==> src/rtl/uirq_pkg.sv <==
package uirq_pkg;
  localparam int NSRC = 4;
  localparam int ERRW = 4;
  localparam int AW   = 2;
  localparam int DW   = NSRC;

  localparam int SRC_RX    = 0;
  localparam int SRC_ERR   = 1;
  localparam int SRC_TX    = 2;
  localparam int SRC_MODEM = 3;

  typedef enum logic [AW-1:0] {
    A_SRCP = 2'd0,
    A_PEND = 2'd1,
    A_MASK = 2'd2,
    A_ERR  = 2'd3
  } uirq_addr_e;

  // Sticky bit with write-one clear; a set in the same cycle wins.
  function automatic logic w1c_next(logic cur, logic set, logic clr);
    return set | (cur & ~clr);
  endfunction

  // Error latch with clear-on-read; new strobes in the read cycle survive.
  function automatic logic [ERRW-1:0] rc_next(logic [ERRW-1:0] cur, logic rd_clr,
                                              logic [ERRW-1:0] set);
    return set | (rd_clr ? '0 : cur);
  endfunction
endpackage

==> src/rtl/uirq_src_cell.sv <==
module uirq_src_cell
  import uirq_pkg::*;
(
  input  logic clk,
  input  logic rst_n,
  input  logic ev,
  input  logic masked,
  input  logic clr_src,
  input  logic clr_pnd,
  output logic src_q,
  output logic pnd_q
);
  logic pnd_set;
  assign pnd_set = ev & ~masked;

  always_ff @(posedge clk) begin
    if (!rst_n) begin
      src_q <= 1'b0;
      pnd_q <= 1'b0;
    end else begin
      src_q <= w1c_next(src_q, ev, clr_src);
      pnd_q <= w1c_next(pnd_q, pnd_set, clr_pnd);
    end
  end
endmodule

==> src/rtl/uirq_err_status.sv <==
module uirq_err_status
  import uirq_pkg::*;
(
  input  logic            clk,
  input  logic            rst_n,
  input  logic [ERRW-1:0] strobes,
  input  logic            rd_clr,
  output logic [ERRW-1:0] stat,
  output logic            err_event
);
  assign err_event = |strobes;

  always_ff @(posedge clk) begin
    if (!rst_n) stat <= '0;
    else        stat <= rc_next(stat, rd_clr, strobes);
  end
endmodule

==> src/rtl/uirq_regif.sv <==
module uirq_regif
  import uirq_pkg::*;
(
  input  logic            clk,
  input  logic            rst_n,
  input  logic            wr,
  input  logic            rd,
  input  logic [AW-1:0]   addr,
  input  logic [DW-1:0]   wdata,
  input  logic [NSRC-1:0] src_pend,
  input  logic [NSRC-1:0] pend,
  input  logic [ERRW-1:0] err_stat,
  output logic [NSRC-1:0] mask,
  output logic [NSRC-1:0] clr_src_vec,
  output logic [NSRC-1:0] clr_pnd_vec,
  output logic            err_rd_clr,
  output logic [DW-1:0]   rdata
);
  uirq_addr_e a;
  assign a = uirq_addr_e'(addr);

  assign clr_src_vec = (wr && a == A_SRCP) ? wdata[NSRC-1:0] : '0;
  assign clr_pnd_vec = (wr && a == A_PEND) ? wdata[NSRC-1:0] : '0;
  assign err_rd_clr  = rd && a == A_ERR;

  always_ff @(posedge clk) begin
    if (!rst_n)                mask <= '1;
    else if (wr && a == A_MASK) mask <= wdata[NSRC-1:0];
  end

  always_comb begin
    rdata = '0;
    if (rd) begin
      case (a)
        A_SRCP: rdata = src_pend;
        A_PEND: rdata = pend;
        A_MASK: rdata = mask;
        A_ERR:  rdata = err_stat;
        default: rdata = '0;
      endcase
    end
  end
endmodule

==> src/rtl/uart_irq_unit.sv <==
module uart_irq_unit
  import uirq_pkg::*;
(
  input  logic          clk,
  input  logic          rst_n,
  input  logic          reg_wr,
  input  logic          reg_rd,
  input  logic [AW-1:0] reg_addr,
  input  logic [DW-1:0] reg_wdata,
  output logic [DW-1:0] reg_rdata,
  input  logic          ev_rx_data,
  input  logic          ev_tx,
  input  logic          ev_modem,
  input  logic          err_overrun,
  input  logic          err_parity,
  input  logic          err_frame,
  input  logic          err_break,
  output logic          irq
);
  logic [ERRW-1:0] err_strobes;
  logic [ERRW-1:0] err_stat;
  logic            err_event;
  logic            err_rd_clr;
  logic [NSRC-1:0] ev_vec;
  logic [NSRC-1:0] mask;
  logic [NSRC-1:0] src_pend;
  logic [NSRC-1:0] pend;
  logic [NSRC-1:0] clr_src_vec;
  logic [NSRC-1:0] clr_pnd_vec;

  assign err_strobes = {err_break, err_frame, err_parity, err_overrun};

  always_comb begin
    ev_vec            = '0;
    ev_vec[SRC_RX]    = ev_rx_data;
    ev_vec[SRC_ERR]   = err_event;
    ev_vec[SRC_TX]    = ev_tx;
    ev_vec[SRC_MODEM] = ev_modem;
  end

  uirq_err_status u_err (
    .clk(clk), .rst_n(rst_n), .strobes(err_strobes), .rd_clr(err_rd_clr),
    .stat(err_stat), .err_event(err_event)
  );

  uirq_regif u_regif (
    .clk(clk), .rst_n(rst_n), .wr(reg_wr), .rd(reg_rd), .addr(reg_addr),
    .wdata(reg_wdata), .src_pend(src_pend), .pend(pend), .err_stat(err_stat),
    .mask(mask), .clr_src_vec(clr_src_vec), .clr_pnd_vec(clr_pnd_vec),
    .err_rd_clr(err_rd_clr), .rdata(reg_rdata)
  );

  for (genvar i = 0; i < NSRC; i++) begin : g_src
    uirq_src_cell u_cell (
      .clk(clk), .rst_n(rst_n), .ev(ev_vec[i]), .masked(mask[i]),
      .clr_src(clr_src_vec[i]), .clr_pnd(clr_pnd_vec[i]),
      .src_q(src_pend[i]), .pnd_q(pend[i])
    );
  end

  assign irq = |pend;
endmodule

==> config.mk <==
export PLATFORM = sky130hd
export DESIGN_NAME = uart_irq_unit
export DESIGN_NICKNAME = d
export VERILOG_FILES = /design/src/rtl/uirq_pkg.sv /design/src/rtl/uirq_src_cell.sv /design/src/rtl/uirq_err_status.sv /design/src/rtl/uirq_regif.sv /design/src/rtl/uart_irq_unit.sv
export SDC_FILE = /design/constraint.sdc
export NUM_CORES = 1
export LEC_CHECK = 0
export ABC_AREA = 0
export BUFFER_PORTS_ARGS = -buffer_cell sky130_fd_sc_hd__buf_2
export CAP_MARGIN = 15
export CORE_MARGIN = 4
export CORE_UTILIZATION = 58
export CTS_BUF_LIST = sky130_fd_sc_hd__clkbuf_4
export DETAILED_ROUTE_END_ITERATION = 16
export PLACE_DENSITY = 0.95
export SYNTH_ARGS = -nofsm -noshare
export SYNTH_HDL_FRONTEND = slang
export SYNTH_HIERARCHICAL = 1
export SYNTH_SLANG_ARGS = --single-unit
==> constraint.sdc <==
create_clock -name clk -period 1.6 [get_ports clk]
set_input_delay 0.24 -clock clk [delete_from_list [all_inputs] [get_ports clk]]
set_output_delay 0.24 -clock clk [all_outputs]
set_load 0.05 [all_outputs]
== Yosys cells after proc, flatten, opt, wreduce, memory -nomap -nowiden ==
Cells that the tools add are included.
Word-level totals
  register bits: 16
  input bits: 17
  output and inout port bits: 5
Cells by class
  equality and inequality tests: 3
  multiplexer cells: 5
  bitwise operators: 33
  reductions and logical operators: 7
Operators by type and width (number)
  4-bit two-way mux: 4
  4-bit case mux with 4 select lines: 1
  1-bit AND: 12
  1-bit NOT: 12
  1-bit bitwise OR: 8
  4-bit OR reduction: 2
  2-bit equality test (second input constant): 2
  1-bit logical AND: 4
  4-bit bitwise OR: 1
  2-bit by 1-bit equality test with 1-bit output (second input constant): 1
  2-bit logical NOT: 1

== Depth between registers and ports, before layout ==
Gate-level depths: netlist of run 1.
  depth after elaboration: 6
  gate-level depth with buffers: 5

== By module ==
The synthesis of run 1 kept the hierarchy.
Modules (own cells, without submodules)
  uirq_regif: times used 1, cells each 45, area an instance 401.6 um2, seq. area each 80.1 um2
  uirq_src_cell: times used 4, cells each 7, area an instance 85.1 um2, seq. area each 40.0 um2
  uirq_err_status: times used 1, cells each 13, area an instance 142.6 um2, seq. area each 80.1 um2
  uart_irq_unit: times used 1, cells each 1, area an instance 7.5 um2, seq. area each 0.0 um2

== Least setup slack after synthesis of run 1 ==
Ideal clock, no wire load.
  path kind: in2out
  start: input port reg_addr[0]
  end: output port reg_rdata[0]
  arrival time: 1.379 ns
  data required time: 1.360 ns
  path slack: -0.019 ns
  stages: 4
  buffers on the path: 2
  cell sequence: buf_6 -> buf_12 -> mux2i_1 -> o22ai_1
Between the ends
  word-level cells in the longest chain between the ends: 3
RTL lines
  from (decl): RTL line uart_irq_unit.sv:8  | input logic [AW-1:0] reg_addr,
  2-bit equality test, or another cell as far along: RTL line uirq_regif.sv:34  | case (a)
  4-bit case mux with 4 select lines (*): RTL line uirq_regif.sv:34
  4-bit two-way mux (*): RTL line uirq_regif.sv:33  | if (rd) begin
  to (decl): RTL line uart_irq_unit.sv:10  | output logic [DW-1:0] reg_rdata,
Every way passes the cells marked *; elsewhere a longest branch is shown, timed or not.

== Worst setup path in the final report of run 1 ==
  start: register g_src[1].u_cell.pnd_q
  end: output port irq
Between the ends
  word-level cells in the longest chain between the ends: 1
RTL lines
  from (decl): RTL line uirq_src_cell.sv:11  | output logic pnd_q
  from (signal assigned): RTL line uirq_src_cell.sv:22  | pnd_q <= w1c_next(pnd_q, pnd_set, clr_pnd);
  4-bit OR reduction: RTL line uart_irq_unit.sv:61  | assign irq = |pend;
  to (decl): RTL line uart_irq_unit.sv:18  | output logic irq
No other way between the ends.

==> qor.yml, run 1 <==
run_status:
  outcome: "complete, no violations"
sta:
  setup_viol: 0
  whs_ns: 0.1769
  maxSlewViolCount: 0
  final-hold-violation-count: 0
  maxSlewHeadroom_pct: 76.90
  clock.fmax_ghz: 0.6414
  tightest_slew_ns: 0.3465
  post-route-min-period_ns: 1.559
  finClkSkew_ns: 0.002587
  rsz0062_at_grt: "no"
  finalCritPeriodShare_pct: 97.44
  tns_ns: 0
finish:
  nets: 127
  stdcell_count: 124
  final_cell_mix: "buf_2, dfxtp_1, nand2b_1"
  area_growth_pct: 14.03
  diodes: 0
  final_layout_size_suffix_gt1_share_pct: 33.03
  mostFrequentLayoutCell: "buf_2"
yosys:
  synth.top_cell.area_share_pct: 35.90
  ys_types: 20
  synth_fp_nets: 104
  synthesis.area_um2: 892.1
  synthTopCellsByArea: "dfxtp_1, mux2i_1, o21a_1"
  yosys.area.top_type: "dfxtp_1"
  synth_cells: 87
  syn_area_per_cell_um2: 10.25
  yosysSeqAreaShare_pct: 35.90
  ys_ff_latch: 16
  yosysWarningCount: 6
power:
  power_leakage_nw: 0.4718
  p_per_area_nw_per_um2: 826.1
  vdd_drop_max_mv: 0.5803
placement:
  placed_cells: 120
  place_congestion: 0.7894
  port-buffer-count: 21
setup_path:
  start_kind: "register"
  critPathCaptureType: "primary output"
  cp_max_fo: 3
  cp_data_arrival_time_ns: 1.32
  required_ns: 1.36
  critical_path_class: "reg2out"
route:
  dr.pass1.iters: 4
  wirelength_um: 1907
  drtAntennaViolNets: 0
  wire_per_inst_um: 15.38
  vias: 728
  drtIter0Drc: 17
  via_per_inst: 5.871
  drc: 0
global_route:
  grt_pass1_vias: 686
  antenna_found_initial: 0
  grt_max_degree: 17
  track_usage_pct: 19.53
  overflow: 0
  grt_pass1_wl_um: 2980
die:
  rows: 13
  die_w_um: 47.22
  die-area_um2: 2230
  pin_count: 22
  fp.dieH_um: 47.22
  coreArea_um2: 1366
  initial_core_util_pct: 65.29
min_path:
  worstHoldPathType: "in2reg"
clock_network:
  cts-root-buf: "clkbuf_4"
  cts_buffers: 3
  insertion_delay_ns: 0.28
  tritoncts: "done"
  htreeDepth: 1
  cts_sinks: 16
  clk_pin_slew_ns: 0.09
  clock_path_buffers: 2
  cts_setup_buffers: 0
job:
  cap_viol_max_count: 0
routing by layer:
metal	part of all wire [%]	up-vias	wire length [um]	global-route usage, %
met4	0.89	0	17	8.287
met1	41	338	777	22.12
met5	0	-	0	0
met2	51	34	974	34.49
li1	-	352	-	-
met3	7.2	4	137	4.598
sequential cells by signal, indices dropped and copies added (netlist names):
signal	count
u_err/stat	4
u_regif/mask	4
g_src.u_cell/src_q	4
g_src.u_cell/pnd_q	4
cells in the mapped netlist:
cell	number
nand2b_1	9
dfxtp_1	16
o22ai_1	4
and3_2	1
nor2b_1	4
nor2b_4	4
inv_1	4
and2_1	8
and3b_1	2
o211ai_1	4
a21boi_2	4
buf_6	1
mux2i_1	8
o21a_1	8
or4_1	2
nand2_1	1
buf_12	1
nand4b_1	4
nor3b_2	1
buf_4	1
power breakdown:
part / switching, W / internal, W
clock network: 0.000122 / 0.0000904
logic: 0.000108 / 0.0000835
registers: 0.0000150 / 0.000422
total: 0.000244 / 0.000596
critical path, stage by stage, from the launching register on:
cell and delay [ns]:
dfxtp_2 0.34, or4_1 0.53, buf_6 0.17
cell families after synthesis:
family | Yosys count | share of synthesized area (%)
AOI/OAI and AO/OA | 20 | 17.95
buffers and inverters | 7 | 6.031
DFF | 16 | 35.90
muxes | 8 | 8.977
and+or+nand+nor | 36 | 31.13
metrics by stage:
stage	util (%)	instance area, um^2	setup slack (ns)	total power (W)
floorplan	-	898.4	-0.01941	0.0005812
global placement	71.98	983.4	0.2237	0.0006241
detailed placement	71.98	983.4	0.2021	0.0006313
CTS	73.90	1010	0.006261	0.0008412
global route	74.45	1017	0.001642	0.0008894
finish	74.45	1017	0.04096	0.0008403
cell type report:
cell class	count	area [um^2]
multi-input combinational	64	524.3
sequential	16	321.6
timing repair buffer	21	111.4
clock buffer	3	22.52
fill	122	349.1
inverter	4	15.01
clock inverter	1	3.754
tap	15	18.77
worst paths after layout:
kind	from	endpoint	slack, ns	cells after the start
setup / recovery	g_src[1].u_cell/pnd_q	irq	0.04	2
hold / removal	err_frame	u_err/stat[2]	0.18	2
setup reg to reg	u_err/stat[0]	u_err/stat[0]	0.88	2
hold reg to reg	g_src[0].u_cell/pnd_q	g_src[0].u_cell/pnd_q	0.50	2
repair_timing:
item | CTS | global route
hold buffers | 0 | 0
resized for setup | 0 | 4
endpoints found under the setup margin | 0 | 1
No activity file was read; power rests on OpenSTA's default activity.
==> run 2: changes to the inputs <==
==> constraint.sdc (replaced) <==
create_clock -name clk -period 1.6 [get_ports clk]
set_input_delay 0.24 -clock clk [delete_from_list [all_inputs] [get_ports clk]]
set_output_delay 0.24 -clock clk [all_outputs]
set_load 0.01 [all_outputs]
==> run 2 against run 1 <==
  * Register-to-register slack hardly changed
  * Clock power is 6% higher
  * Core utilization is 1.0 points lower
  * Combinational power is 21% lower
  * Clock skew is 0.0024 ns lower
  * Total power is 3.3% lower
  * Count of clock-buffer cells in the layout stayed put
  * Global-route usage is 3.8 points higher
  * First-iteration DRC count is 59% lower
  * Largest power group unchanged
==> qor.yml, run 2 (same netlist as run 1, synthesis figures left out) <==
finish:
  stdcell_count: 124
  final_layout_size_suffix_gt1_share_pct: 31.19
  area_growth_pct: 12.48
  utilization_pct: 73.44
  diodes: 0
  multi_input_area_um2: 518.0
  nets: 127
  fill_cells: 110
  mostFrequentLayoutCell: "buf_2"
  regArea_um2: 320.3
  final_cell_mix: "buf_2, dfxtp_1, nand2b_1"
sta:
  finalWorstSetupSlack_ns: 0.06595
  clock.fmax_ghz: 0.6519
  post-route-min-period_ns: 1.534
  whs_ns: 0.1630
  tns_ns: 0
  finalCritPeriodShare_pct: 95.88
  maxSlewHeadroom_pct: 75.68
  final-hold-violation-count: 0
  tightest_slew_ns: 0.3648
  maxSlewViolCount: 0
  finClkSkew_ns: 0.0001971
  setup_viol: 0
  rsz0062_at_grt: "no"
setup_path:
  path_buf_inv: 1
  critical-path-slowest-cell: "or4_1"
  worstPathCellList: "or4_1 > buf_2"
  critical_path_class: "reg2out"
  crit_path_max_incr_delay_ns: 0.51
  required_ns: 1.36
  cp_data_arrival_time_ns: 1.29
  critPathCaptureType: "primary output"
  timing.critical_path.from: "g_src[1].u_cell/pnd_q"
  cp_max_fo: 3
  r2r_start: "u_err/stat[3]"
  cp_top_family: "simple AND/OR/NAND/NOR gates"
  start_kind: "register"
min_path:
  min_from: "ev_rx_data"
  worstHoldPathType: "in2reg"
route:
  wl_met2_um: 1016
  top_layer: "met4"
  drc: 0
  wire_per_inst_um: 16.09
  vias: 732
  met3WireLength_um: 122
  dr.pass1.iters: 4
  drtIter0Drc: 7
  via_per_inst: 5.903
  wirelength_um: 1995
  wl_met1_um: 829
  drtAntennaViolNets: 0
global_route:
  grt_pass1_wl_um: 3470
  grt_pass1_vias: 780
  antenna_found_initial: 0
  overflow: 0
  track_usage_pct: 23.33
  grt_max_degree: 17
power:
  power_leakage_nw: 0.4682
  vdd_drop_max_mv: 0.6110
  p_per_area_nw_per_um2: 809.7
clock_network:
  insertion_delay_ns: 0.29
  cts_buffers: 3
  clk_pin_slew_ns: 0.10
  clock_path_buffers: 2
  tritoncts: "done"
  ctsHoldBuffers: 0
  cts_setup_buffers: 0
  cts-root-buf: "clkbuf_4"
  cts_sinks: 16
  htreeDepth: 1
  cts.repair.resized: 0
run_status:
  outcome: "complete, no violations"
die:
  coreArea_um2: 1366
  die_w_um: 47.22
  pin_count: 22
  fp.dieH_um: 47.22
  rows: 13
  die-area_um2: 2230
  initial_core_util_pct: 65.29
placement:
  placed_cells: 120
  port-buffer-count: 21
  dp_worst_setup_slack_ns: 0.2856
  place_congestion: 0.8040
job:
  cap_viol_max_count: 0
## run 2: layer usage
| metal | GRT usage [%] | vias to the layer above |
|---|---|---|
| li1 | - | 358 |
| met1 | 23.96 | 346 |
| met2 | 40.91 | 24 |
| met3 | 7.280 | 4 |
| met4 | 13.81 | 0 |
| met5 | 0 | - |
## run 2: cell type report
| class | instances | area share (%) |
|---|---|---|
| clock buffer | 3 | 2.244 |
| clock inverter | 1 | 0.3741 |
| inverter | 4 | 1.496 |
| multi-input combinational | 64 | 51.62 |
| sequential | 16 | 31.92 |
| tap | 15 | 1.870 |
| timing repair buffer | 21 | 10.47 |
## run 2: per-stage QoR
stage                     total power, W  instance area (um^2)
final                          0.0008125                  1003
after floorplan                0.0005443                 892.1
after global routing           0.0008601                  1003
after detailed placement       0.0005955                 977.2
after global placement         0.0005863                 977.2
after CTS                      0.0008191                  1003
## run 2: power breakdown
part           switching, W  internal [W]  total (W)
registers         0.0000154      0.000422   0.000437
logic             0.0000715     0.0000780   0.000150
clock network      0.000135     0.0000908   0.000225
total              0.000222      0.000591   0.000813
## run 2: worst paths after layout
kind	end	slack (ns)	cells after the start
hold / removal	g_src[0].u_cell/src_q	0.16	2
setup / recovery	irq	0.07	2
hold reg to reg	g_src[3].u_cell/pnd_q	0.51	2
setup reg to reg	u_err/stat[3]	0.87	2
==> run 3: changes to the inputs <==
Settings changed: CORE_ASPECT_RATIO set to 1.2, CORE_UTILIZATION 58 to 55, PLACE_DENSITY 0.95 to 0.91.
==> run 3 against run 2 <==
  * Die area up 4.6%
  * Sequential share of layout area shrank 0.079 points
  * Cell area is 0.25% higher
  * Critical path type unchanged
  * Core utilization decreased by 5.6 points
  * Count of clock-buffer cells in the layout unchanged
  * Sequential power is essentially flat
  * Critical endpoint unchanged
  * Non-clock buffer count unchanged
  * First-iteration DRC count is 130% higher
  * Largest cell class unchanged
  * Highest routed layer unchanged
  * Combinational power shrank 3%
  * Final cell count up 1.6%
  * Register-to-register slack about the same
  * Clock power down 5%
==> qor.yml, run 3 (same netlist as run 1, synthesis figures left out) <==
min_path:
  worstHoldPathType: "in2reg"
  whs_path_depth: 2
  min_from: "err_frame"
  hold_end: "u_err/stat[2]"
setup_path:
  r2r-end: "u_err/stat[3]"
  critical_path_class: "reg2out"
  r2r_start: "u_err/stat[3]"
  worstPathCellList: "or4_1 > buf_2"
  cp_top_family: "simple AND/OR/NAND/NOR gates"
  required_ns: 1.36
  reg2reg_depth: 2
  critical-path-slowest-cell: "or4_1"
  cp_max_fo: 3
  cp_data_arrival_time_ns: 1.27
  reg2reg_slack_ns: 0.88
  crit_path_max_incr_delay_ns: 0.50
  critPathCaptureType: "primary output"
  path_buf_inv: 1
  start_kind: "register"
global_route:
  grt_max_degree: 17
  track_usage_pct: 16.68
  antenna_found_initial: 0
  grt_pass1_wl_um: 2863
  grt_pass1_vias: 661
  overflow: 0
clock_network:
  insertion_delay_ns: 0.28
  cts.repair.resized: 0
  cts-root-buf: "clkbuf_4"
  clock_path_buffers: 2
  cts_buffers: 3
  tritoncts: "done"
  htreeDepth: 1
  clk_pin_slew_ns: 0.09
  cts_setup_buffers: 0
  cts_sinks: 16
  ctsHoldBuffers: 0
die:
  initial_core_util_pct: 60.17
  fp.dieH_um: 52.12
  pin_count: 22
  coreArea_um2: 1483
  die-area_um2: 2333
  rows: 15
  die_w_um: 44.77
route:
  drtAntennaViolNets: 0
  drtIter0Drc: 16
  dr.pass1.iters: 4
  wirelength_um: 1741
  drc: 0
  via_per_inst: 5.500
  vias: 693
  wire_per_inst_um: 13.82
finish:
  multi_input_area_um2: 518.0
  final_cell_mix: "buf_2, dfxtp_1, nand2b_1"
  nets: 127
  final_layout_size_suffix_gt1_share_pct: 31.19
  diodes: 0
  fill_cells: 114
  area_growth_pct: 12.76
  mostFrequentLayoutCell: "buf_2"
  regArea_um2: 320.3
power:
  p_sw_w: 0.0002059
  p_comb_share_pct: 18.3
  power_leakage_nw: 0.4682
  vdd_drop_max_mv: 0.4532
  intPower_w: 0.0005902
  swShare_pct: 25.86
  p_per_area_nw_per_um2: 791.4
  p_clk_share_pct: 26.8
  pwr-share-seq_pct: 54.8
sta:
  finalCritPeriodShare_pct: 94.37
  tns_ns: 0
  maxSlewHeadroom_pct: 77.29
  finalWorstSetupSlack_ns: 0.09015
  post-route-min-period_ns: 1.510
  rsz0062_at_grt: "no"
  finClkSkew_ns: 0.002485
  tightest_slew_ns: 0.3407
  clock.fmax_ghz: 0.6623
  setup_viol: 0
  final-hold-violation-count: 0
  maxSlewViolCount: 0
placement:
  port-buffer-count: 21
  dp_worst_setup_slack_ns: 0.3081
  hpwlAfterDp_um: 1350
  place_congestion: 0.8172
run_status:
  outcome: "complete, no violations"
job:
  cap_viol_max_count: 0
## run 3: cell counts in the layout (fill, tap and decap cells not counted)
No cell type changed its count.
## run 3: final cells by class
class                      instances  area share, %
multi-input combinational         64          51.49
sequential                        16          31.84
timing repair buffer              21          10.45
clock buffer                       3          2.239
tap                               17          2.114
inverter                           4          1.493
clock inverter                     1         0.3731
## run 3: how the worst max path moves through the flow
stage	start	endpoint	slack [ns]	cells past startpoint
after floorplan	g_src[1].u_cell/pnd_q	irq	0.50	1
after global placement	reg_addr[0]	reg_rdata[0]	0.36	4
after detailed placement	reg_addr[0]	reg_rdata[0]	0.31	4
after CTS	g_src[1].u_cell/pnd_q	irq	0.08	2
after global routing	g_src[1].u_cell/pnd_q	irq	0.03	2
final	g_src[1].u_cell/pnd_q	irq	0.09	2
## run 3: per-stage QoR
stage                     hold WS (ns)  total power (W)  cells  area, um^2  util [%]
after floorplan                 0.3289        0.0005443     87       892.1         -
after detailed placement        0.4653        0.0005911    122       979.7     66.08
after global routing            0.1803        0.0008377    126        1006     67.85
after global placement          0.4592        0.0005868    122       979.7     66.08
final                           0.1770        0.0007961    126        1006     67.85
after CTS                       0.1724        0.0007987    126        1006     67.85
## run 3: power by group through the flow
stage	Sequential [W]	Clock [W]	Combinational (W)
final	0.000436	0.000214	0.000146
after global routing	0.000439	0.000237	0.000161
after CTS	0.000436	0.000216	0.000146
after detailed placement	0.000446	0	0.000145
after global placement	0.000445	0	0.000142
after floorplan	0.000440	0	0.000104
## run 3: per-layer routing
metal / up-vias / wire, um / global-route usage, %
li1: 354 / - / -
met1: 314 / 821 / 22.57
met2: 23 / 793 / 27.03
met3: 2 / 114 / 2.422
met4: 0 / 12 / 4.523
met5: - / 0 / 0
## run 3: worst reg2reg max path, cell delays in order (launching register included)
cell and delay (ns):
dfxtp_1 0.34, nor2b_1 0.14, o21a_1 0.16
